==> src/rtl/dwt_seq_pkg.sv <==
package dwt_seq_pkg;
  localparam int MARK_LVL_W = 3;
  localparam int NUM_IV     = 4;  // intermediate operands per job
  localparam int NUM_IN     = 2;  // input operands per job
  localparam int NUM_OPND   = NUM_IV + NUM_IN;
  typedef logic [MARK_LVL_W-1:0] lvl_t;
endpackage

==> src/rtl/dwt_seq_timer.sv <==
module dwt_seq_timer #(
  parameter int SLOTS      = 8,
  parameter int CORE_SLOTS = 6
) (
  input  logic                  clk_i,
  input  logic                  rst_ni,
  input  logic                  valid_i,
  output logic                  start_o,
  output logic                  busy_o,
  output logic                  load_o,
  output logic                  wb_o,
  output logic [CORE_SLOTS-1:0] slot_o
);
  logic [3:0] st_q;

  assign start_o = valid_i && (st_q == 4'd0 || st_q == 4'(SLOTS));
  assign busy_o  = st_q != 4'd0;
  assign load_o  = st_q == 4'd1;
  assign wb_o    = st_q == 4'(SLOTS);

  always_ff @(posedge clk_i or negedge rst_ni) begin
    if (!rst_ni)                 st_q <= 4'd0;
    else if (start_o)            st_q <= 4'd1;
    else if (st_q == 4'(SLOTS))  st_q <= 4'd0;
    else if (st_q != 4'd0)       st_q <= st_q + 4'd1;
  end

  for (genvar k = 0; k < CORE_SLOTS; k++) begin : g_slot
    assign slot_o[k] = st_q == 4'(k + 2);
  end


  slot_onehot_chk: assert property (@(posedge clk_i) disable iff (!rst_ni)
    $onehot0(slot_o));

  load_to_core_chk: assert property (@(posedge clk_i) disable iff (!rst_ni)
    load_o |=> slot_o[0]);

  last_to_wb_chk: assert property (@(posedge clk_i) disable iff (!rst_ni)
    slot_o[CORE_SLOTS-1] && (CORE_SLOTS + 2 == SLOTS) |=> wb_o);
endmodule

==> src/rtl/dwt_seq_sched.sv <==
module dwt_seq_sched
  import dwt_seq_pkg::*;
#(
  parameter int NUM_CH  = 32,
  parameter int NUM_LVL = 4,
  localparam int CH_W   = $clog2(NUM_CH),
  localparam int LI_W   = $clog2(NUM_LVL)
) (
  input  logic            clk_i,
  input  logic            rst_ni,
  input  logic            start_i,
  input  logic [CH_W-1:0] ch_i,
  input  logic            wb_i,
  output logic            job_vld_o,
  output logic            hold_o,
  output logic [CH_W-1:0] ch_o,
  output lvl_t            lvl_o,
  output logic            top_o,
  output logic            wr_sel_o
);
  logic [NUM_CH-1:0]  samp_par_q;
  logic [NUM_LVL-1:1] pend_q [NUM_CH];
  logic [NUM_LVL-2:0] apar_q [NUM_CH];
  logic               job_vld_q, hold_q;
  logic [CH_W-1:0]    ch_q;
  lvl_t               lvl_q;
  logic               sel_vld;
  lvl_t               sel_lvl;
  logic [LI_W-1:0]    lvl_li, nxt_li;
  logic               adv, cur_par, set_pend;

  // pair-completing sample runs level 1, else lowest pending level wins
  always_comb begin
    sel_vld = 1'b0;
    sel_lvl = '0;
    if (samp_par_q[ch_i]) begin
      sel_vld = 1'b1;
    end else begin
      for (int j = NUM_LVL - 1; j >= 1; j--) begin
        if (pend_q[ch_i][j]) begin
          sel_vld = 1'b1;
          sel_lvl = MARK_LVL_W'(j);
        end
      end
    end
  end

  assign lvl_li   = lvl_q[LI_W-1:0];
  assign nxt_li   = lvl_li + LI_W'(1);
  assign top_o    = lvl_q == MARK_LVL_W'(NUM_LVL - 1);
  assign adv      = wb_i && job_vld_q && !top_o;
  assign cur_par  = top_o ? 1'b0 : apar_q[ch_q][lvl_li];
  assign set_pend = adv && cur_par;

  always_ff @(posedge clk_i or negedge rst_ni) begin
    if (!rst_ni) begin
      samp_par_q <= '0;
      job_vld_q  <= 1'b0;
      hold_q     <= 1'b0;
      ch_q       <= '0;
      lvl_q      <= '0;
      for (int c = 0; c < NUM_CH; c++) begin
        pend_q[c] <= '0;
        apar_q[c] <= '0;
      end
    end else begin
      if (start_i) begin
        samp_par_q[ch_i] <= ~samp_par_q[ch_i];
        ch_q      <= ch_i;
        job_vld_q <= sel_vld;
        hold_q    <= ~samp_par_q[ch_i];
        lvl_q     <= sel_lvl;
        if (!samp_par_q[ch_i] && sel_vld) pend_q[ch_i][sel_lvl[LI_W-1:0]] <= 1'b0;
      end
      if (adv) begin
        apar_q[ch_q][lvl_li] <= ~cur_par;
        if (cur_par) pend_q[ch_q][nxt_li] <= 1'b1;
      end
    end
  end

  assign job_vld_o = job_vld_q;
  assign hold_o    = hold_q;
  assign ch_o      = ch_q;
  assign lvl_o     = lvl_q;
  assign wr_sel_o  = cur_par;


  no_overflow_chk: assert property (@(posedge clk_i) disable iff (!rst_ni)
    set_pend |-> !pend_q[ch_q][nxt_li]);
endmodule

==> src/rtl/dwt_seq_addr.sv <==
module dwt_seq_addr #(
  parameter int NUM_CH  = 32,
  parameter int NUM_LVL = 4,
  localparam int CH_W   = $clog2(NUM_CH),
  localparam int LI_W   = $clog2(NUM_LVL),
  localparam int CL_AW  = $clog2(NUM_CH * NUM_LVL),
  localparam int PR_AW  = $clog2(NUM_CH * (NUM_LVL - 1))
) (
  input  logic [CH_W-1:0]  ch_i,
  input  logic [LI_W-1:0]  lvl_i,
  output logic [CL_AW-1:0] cl_addr_o,
  output logic [PR_AW-1:0] pr_rd_addr_o,
  output logic [PR_AW-1:0] pr_wr_addr_o
);
  int unsigned base;
  assign base         = int'(ch_i) * (NUM_LVL - 1);
  assign cl_addr_o    = CL_AW'(int'(ch_i) * NUM_LVL + int'(lvl_i));
  // reader of level k fetches what level k-1 parked
  assign pr_rd_addr_o = PR_AW'(base + int'(lvl_i) - 1);
  assign pr_wr_addr_o = PR_AW'(base + int'(lvl_i));
endmodule

==> src/rtl/dwt_seq.sv <==
module dwt_seq
  import dwt_seq_pkg::*;
#(
  parameter int NUM_CH     = 32,
  parameter int NUM_LVL    = 4,
  parameter int SLOTS      = 8,
  parameter int CORE_SLOTS = 6,
  localparam int CH_W      = $clog2(NUM_CH),
  localparam int LI_W      = $clog2(NUM_LVL),
  localparam int CL_AW     = $clog2(NUM_CH * NUM_LVL),
  localparam int PR_AW     = $clog2(NUM_CH * (NUM_LVL - 1))
) (
  input  logic                       clk_i,
  input  logic                       rst_ni,
  input  logic                       sample_valid_i,
  input  logic [CH_W-1:0]            sample_ch_i,
  output logic [CH_W+MARK_LVL_W-1:0] marker_o,
  output logic [CL_AW-1:0]           cl_addr_o,
  output logic                       cl_rd_o,
  output logic                       cl_we_o,
  output logic [NUM_OPND-1:0]        opnd_ld_o,
  output logic [CORE_SLOTS-1:0]      core_slot_o,
  output logic                       src_sel_o,
  output logic                       in_buf_we_o,
  output logic                       pair_rd_o,
  output logic [PR_AW-1:0]           pair_rd_addr_o,
  output logic                       pair_we_o,
  output logic [PR_AW-1:0]           pair_wr_addr_o,
  output logic                       pair_wr_sel_o,
  output logic                       det_vld_o,
  output logic                       approx_vld_o
);
  logic                  start, busy, load, wb;
  logic [CORE_SLOTS-1:0] slot;
  logic                  job, hold, top, wr_sel, upper;
  logic [CH_W-1:0]       ch;
  lvl_t                  lvl;
  logic [CL_AW-1:0]      cl_addr;
  logic [PR_AW-1:0]      pr_rd, pr_wr;

  dwt_seq_timer #(.SLOTS(SLOTS), .CORE_SLOTS(CORE_SLOTS)) u_timer (
    .clk_i, .rst_ni, .valid_i(sample_valid_i), .start_o(start),
    .busy_o(busy), .load_o(load), .wb_o(wb), .slot_o(slot));

  dwt_seq_sched #(.NUM_CH(NUM_CH), .NUM_LVL(NUM_LVL)) u_sched (
    .clk_i, .rst_ni, .start_i(start), .ch_i(sample_ch_i), .wb_i(wb),
    .job_vld_o(job), .hold_o(hold), .ch_o(ch), .lvl_o(lvl), .top_o(top),
    .wr_sel_o(wr_sel));

  dwt_seq_addr #(.NUM_CH(NUM_CH), .NUM_LVL(NUM_LVL)) u_addr (
    .ch_i(ch), .lvl_i(lvl[LI_W-1:0]), .cl_addr_o(cl_addr),
    .pr_rd_addr_o(pr_rd), .pr_wr_addr_o(pr_wr));

  assign upper          = lvl != '0;
  assign marker_o       = {ch, lvl};
  assign cl_addr_o      = cl_addr;
  assign cl_rd_o        = load && job;
  assign cl_we_o        = wb && job;
  assign opnd_ld_o      = {NUM_OPND{load && job}};
  assign core_slot_o    = job ? slot : '0;
  assign src_sel_o      = busy && job && upper;
  assign in_buf_we_o    = load && hold;
  assign pair_rd_o      = load && job && upper;
  assign pair_rd_addr_o = pair_rd_o ? pr_rd : '0;
  assign pair_we_o      = wb && job && !top;
  assign pair_wr_addr_o = pair_we_o ? pr_wr : '0;
  assign pair_wr_sel_o  = pair_we_o && wr_sel;
  assign det_vld_o      = wb && job;
  assign approx_vld_o   = wb && job && top;


  approx_excl_chk: assert property (@(posedge clk_i) disable iff (!rst_ni)
    !(pair_we_o && approx_vld_o));

  hold_no_l1_chk: assert property (@(posedge clk_i) disable iff (!rst_ni)
    in_buf_we_o |-> !(cl_rd_o && !src_sel_o));

  wb_after_core_chk: assert property (@(posedge clk_i) disable iff (!rst_ni)
    core_slot_o[CORE_SLOTS-1] && (CORE_SLOTS + 2 == SLOTS) |=> cl_we_o && det_vld_o);

  tag_stable_chk: assert property (@(posedge clk_i) disable iff (!rst_ni)
    det_vld_o |-> $stable(marker_o));
endmodule

==> config.mk <==
export PLATFORM = sky130hd
export DESIGN_NAME = dwt_seq
export DESIGN_NICKNAME = d
export VERILOG_FILES = /design/src/rtl/dwt_seq_pkg.sv /design/src/rtl/dwt_seq_timer.sv /design/src/rtl/dwt_seq_sched.sv /design/src/rtl/dwt_seq_addr.sv /design/src/rtl/dwt_seq.sv
export SDC_FILE = /design/constraint.sdc
export NUM_CORES = 1
export LEC_CHECK = 0
export BUFFER_PORTS_ARGS = -buffer_cell sky130_fd_sc_hd__buf_2
export CORE_MARGIN = 4
export CORE_UTILIZATION = 50
export CTS_BUF_LIST = sky130_fd_sc_hd__clkbuf_8
export CTS_CLUSTER_DIAMETER = 120
export DETAILED_ROUTE_END_ITERATION = 8
export GPL_TIMING_DRIVEN = 0
export PLACE_DENSITY_LB_ADDON = 0.12
export SETUP_SLACK_MARGIN = 0.3
export SLEW_MARGIN = 10
export SYNTH_ARGS = -nofsm -noshare
export SYNTH_HDL_FRONTEND = slang
export SYNTH_SLANG_ARGS = --single-unit
==> constraint.sdc <==
create_clock -name clk_i -period 10 [get_ports clk_i]
set_input_delay 1.5 -clock clk_i [delete_from_list [all_inputs] [get_ports clk_i]]
set_output_delay 1.5 -clock clk_i [all_outputs]
set_load 0.005 [all_outputs]
## After elaboration in Yosys (flattened, before gate mapping)

Index checks and enable logic that the tools add are counted.
Widths: inputs -> output; s select.

- Add/sub/neg operators: 5
- Multiply operators: 1
- Order comparisons: 12
- Equality and inequality tests: 9
- Multiplexer cells: 45
- Bitwise operators: 7
- Reductions and logical operators: 24

Operators by type and width:

| cell | count |
|---|---|
| $mux 96 | 4 |
| $and 96x96->96 | 1 |
| $bwmux 96 | 1 |
| $not 96->96 | 1 |
| $or 96x96->96 | 1 |
| $demux 3 s5 | 3 |
| $bwmux 32 | 1 |
| $bmux 3 s5 | 2 |
| $mux 3 | 7 |
| $logic_and 1x1->1 | 17 |
| $eq 4x3->1 const B | 4 |
| $add 7x2->7 | 2 |
| $mux 7 | 2 |
| $ge 6x6->1 const B | 2 |
| $lt 6x1->1 const B | 2 |
| $mux 4 | 3 |
| $not 5->6 | 2 |
| $mux 1 | 11 |
| $lt 2x3->1 const B | 3 |
| $eq 4x2->1 const B | 2 |
| $mux 2 | 4 |
| $mul 5x2->7 const B | 1 |
| $sub 7x1->7 const B | 1 |
| $demux 1 s2 | 3 |
| other kinds (18) | 23 |

- Flip-flop bits (word level): 238
- Input bits: 8
- Output and inout bits: 50
- Word-level logic and storage cells: 173

## Depth between registers and ports, before layout

- Depth in word-level cells: 21
- Depth in mapped cells: 13
- Gate-level depth less buffers: 11

## Hierarchy

Synthesis repeated with hierarchy kept, for this count alone.

- Cell total of the unflattened synthesis: 1,225
- Area total of the unflattened synthesis: 12,938.7 µm²

By module, submodules not included:

| module | instances | cells an instance | area each (µm²) |
|---|---|---|---|
| dwt_seq_sched | 1 | 1,099 | 11,870.1 |
| dwt_seq_addr | 1 | 54 | 473.0 |
| dwt_seq_timer | 1 | 35 | 334.1 |
| dwt_seq | 1 | 37 | 261.5 |

## Least setup slack after synthesis

No wires, ideal clock.

- Path type: reg2out
- Start point: reg u_sched.ch_q[1], in the netlist u_sched.ch_o[1]
- End point: out pair_rd_addr_o[5]
- Arrival: 3,021 ps
- Path slack: 5,479 ps
- Stages on the path, launching flop included: 13
- Buffers on the path: 2
- Path through: dfrtp_1 > buf_2 > buf_2 > inv_1 > fa_1 > inv_1 > ha_1 > fa_1 > a21o_1 > a21oi_1 > xnor2_1 > or3_1 > a21oi_1

- Cells in the longest elaborated chain, start to end: 4

Ends and longest elaborated chain:

| what | RTL line | text |
|---|---|---|
| start, declared | dwt_seq_sched.sv:25 | `logic [CH_W-1:0] ch_q;` |
| start signal, assigned | dwt_seq_sched.sv:69 | `ch_q <= ch_i;` |
| $mul 5x2->7 | dwt_seq_addr.sv:16 | `assign base = int'(ch_i) * (NUM_LVL - 1);` |
| $add 7x2->7 | dwt_seq_addr.sv:19 | `assign pr_rd_addr_o = PR_AW'(base + int'(lvl_i) - 1);` |
| $sub 7x1->7 | dwt_seq_addr.sv:19 |  |
| $mux 7 | dwt_seq.sv:64 | `assign pair_rd_addr_o = pair_rd_o ? pr_rd : '0;` |
| end, declared | dwt_seq.sv:26 | `output logic [PR_AW-1:0] pair_rd_addr_o,` |

No other way between the ends.

## Worst setup path after layout

Same ends and word-level chain as after synthesis.

==> results.md <==
- Starting density of the core: 0.508
- Final instance area: 14800 um^2
- Post-synthesis sequential area ratio: 0.448
- Initial DRC count: 1417
- DRT Pass-1 Iters: 6
- Final GP Congestion: 1.05
- Horiz. Die Dim: 171 um
- Num ports: 58
- Cts repair resizes: 0
- Routed met3 length: 3850 um
- Mux cell area share after synthesis: 0.159
- Post-CTS Setup Bufs: 0
- CTS buffer count: 43
- Global-route usage over all layers: 0.315
- FF-to-FF Start: u_sched.ch_o[1]
- CP Cell Sequence: buf_2 -> buf_2 -> inv_1 -> fa_1 -> inv_1 -> ha_1 -> fa_1 -> a21o_1 -> a21oi_1 -> xnor2_1 -> or3_1 -> a21oi_1 -> buf_2
- First-pass GRT wire length: 69100 um
- Syn Inst Count: 1307
- # H-tree levels: 2
- Post-synth EDFFs: 0
- CP max stage cell: fa_1
- Die height: 171 um
- HP Class: reg -> reg
- Simple-gate area share of the yosys netlist: 0.144
- Core Area: 26100 um^2
- Port Buffers: 55
- Adder-cell share of the synthesized area: 0.0219
- Max_cap viols: 0
- DRC viols: 0
- Wire length on met2: 20500 um
- Crit path from: u_sched.ch_o[1]
- # hold bufs at CTS: 0
- Critical-path maximum fanout: 10
- Hold path startpoint: u_sched.hold_o
- Mapped cell area: 13200 um^2
- Peak Freq: 173 MHz
- Clk sinks: 237
- Yosys top cell area share: 0.448
- Ys flop type: dfrtp_1
- TritonCTS clock tree: done
- Nets@finish: 1439
- Min Tclk post-route: 5.78 ns
- Compound-Gate Fraction of Synth Area: 0.159
- Final setup viols: 0
- Crit path kind: reg -> out
- CP Data Arrival Time: 4.28 ns
- Setup TNS: 0 ns
- RSZ-0062 raised after global routing: no
- Synth area leader: dfrtp_1
- N_diodes: 0
- Setup crit start kind: register
- Instance area at placement: 14000 um^2
- Final wirelength: 45900 um
- CTS clk-pin slew, worst paths: 0.06 ns
- Vias in the first global route: 11100
- Net Count, Synth: 1337
- Peak per-stage delay on the critical path: 0.52 ns
- Vias per cell: 6.38
- Fraction of layout cells with a size suffix above 1: 0.203
- WL/cell: 25.9 um
- Latest clock arrival within the worst-skew pair: 0.56 ns
- Largest net degree at the start of global routing: 109
- Clock root buffer: clkbuf_8
- Synth cell types: 60
- Post-route antenna net violation count: 0
- Total grt overflow: 0
- Die ar.: 29100 um^2
- WP data required: 8.50 ns
- Crit share post-route: 0.578
- Detailed-routing wirelength on met1: 19500 um
- PwrDens: 225 nW/um^2
- Crit. End Element: output pin
- Yosys reg bits: 237
- CP dominant cell by count: buf_2
- CTS Buffer Depth: 3
- Ys async rst share: 1.00
- Area grow syn2layout: 11.7%
- Vias: 11300
- Synth Area in XOR/XNOR: 0.00463
- Status: finished, final reports clean
- Peak VDD IR: 0.135 mV
- Largest family of logic cells by synthesized area: compound AO/OA/AOI/OAI gates
- Row cnt: 59
- Pins over their slew limit: 0
- Worst slew margin: 0.483
- Dpl hpwl: 34600 um
- Yosys Warn Count: 0
- Setup Skew: 0.0279 ns
- DR top layer: met4
- Final hold violation count: 0
- Leak: 6.47 nW
- Worst Tran Pin Value: 0.770 ns
- Avg Inst Size Synth: 10.1 um^2
- Ranking of synthesized cells by area: dfrtp_1 (45%), mux2_2 (6.7%), mux2i_1 (4.5%), nand2_1 (4.1%), o41ai_1 (4.0%)
- Initial antenna violation count: 0
layout make-up:
type                       count  area (um^2)
buffer                       126          711
multi-input combinational    911         6470
tap                          335          419
fill                        2335        11300
inverter                      33          124
sequential                   237         5930
clock buffer                  51          702
clock inverter                22         85.1
timing repair buffer          57          340
cell families (layout without fill, tap and decap cells):
family          count (synthesis)  in the layout
compound gates                310            310
xor+xnor                        7              7
fa+ha+maj                      22             22
buf+inv                       159            289
flops                         237            237
mux                           164            164
other cells                     1              1
simple gates                  407            407
where the power goes:
group	switching (mW)	internal, mW
Sequential	0.107	1.09
Combinational	0.793	0.476
Clock	0.397	0.457
Total	1.30	2.03
layout by cell type (no fill, tap or decap), types with 27 or more instances in the layout:
| cell | synthesis | routed |
|---|---|---|
| clkbuf_8 | 0 | 51 |
| buf_2 | 39 | 93 |
| clkbuf_1 | 41 | 41 |
| mux2i_1 | 59 | 59 |
| dfrtp_1 | 237 | 237 |
| o31ai_1 | 27 | 27 |
| nor2_1 | 95 | 95 |
| inv_1 | 33 | 53 |
| nand2_1 | 144 | 144 |
| mux2_2 | 79 | 79 |
| o21ai_0 | 101 | 101 |
| a22o_1 | 33 | 33 |
| nand3_1 | 77 | 77 |
| o41ai_1 | 60 | 60 |
synth_stat cells, types with 21 or more instances:
cell / instances
o21ai_0: 101
o41ai_1: 60
buf_2: 39
clkbuf_1: 41
mux2i_1: 59
nor2_1: 95
nand2_1: 144
dfrtp_1: 237
nand3_1: 77
inv_1: 33
o21ai_1: 21
buf_4: 25
o22ai_1: 26
o31ai_1: 27
mux2_2: 79
a22o_1: 33
state kept, by name (all words and copies together), names as in the netlist:
register and count:
u_sched.hold_o 1, u_sched.job_vld_o 1, u_sched.apar_q 96, u_sched.ch_o 5, u_timer.st_q 4, u_sched.pend_q 96
u_sched.lvl_o 2, u_sched.samp_par_q 32
final timing paths:
| kind | to | cells after the start | slack, ns |
|---|---|---|---|
| setup / recovery | pair_rd_addr_o[5] | 13 | 4.22 |
| hold / removal | u_sched.hold_o | 1 | 0.48 |
| setup reg to reg | u_sched.pend_q[38] | 10 | 6.18 |
| hold reg to reg | u_sched.hold_o | 1 | 0.48 |
| max in group asynchronous | u_sched.apar_q[71] | 2 | 8.29 |
| min in group asynchronous | u_timer.st_q[3] | 1 | 0.83 |
worst max-delay path: cells and delay by family (launching register included):
kind,cells,cell delay [ns]
buf+inv,5,1.06
fa+ha+maj,3,1.14
xor+xnor,1,0.12
compound gates,3,0.50
simple gates,1,0.39
flops,1,0.51
routing by layer:
| layer | vias up | track usage |
|---|---|---|
| met5 | - | 0 |
| met4 | 0 | 0.127 |
| met3 | 130 | 0.0538 |
| met2 | 587 | 0.488 |
| met1 | 5578 | 0.443 |
| li1 | 5018 | - |
stage by stage:
| step | setup WS [ns] | hold WS (ns) | util | instances | power, mW |
|---|---|---|---|---|---|
| after detailed placement | 4.85 | 0.459 | 0.537 | 1699 | 2.46 |
| after floorplan | 5.48 | 0.441 | - | 1307 | 2.03 |
| after CTS | 4.24 | 0.474 | 0.567 | 1772 | 3.31 |
| final | 4.22 | 0.476 | 0.567 | 1772 | 3.32 |
| after global routing | 4.04 | 0.491 | 0.567 | 1772 | 3.51 |
| after global placement | 3.17 | 0.457 | 0.535 | 1697 | 2.44 |
Power figures use the tool's default switching activity.
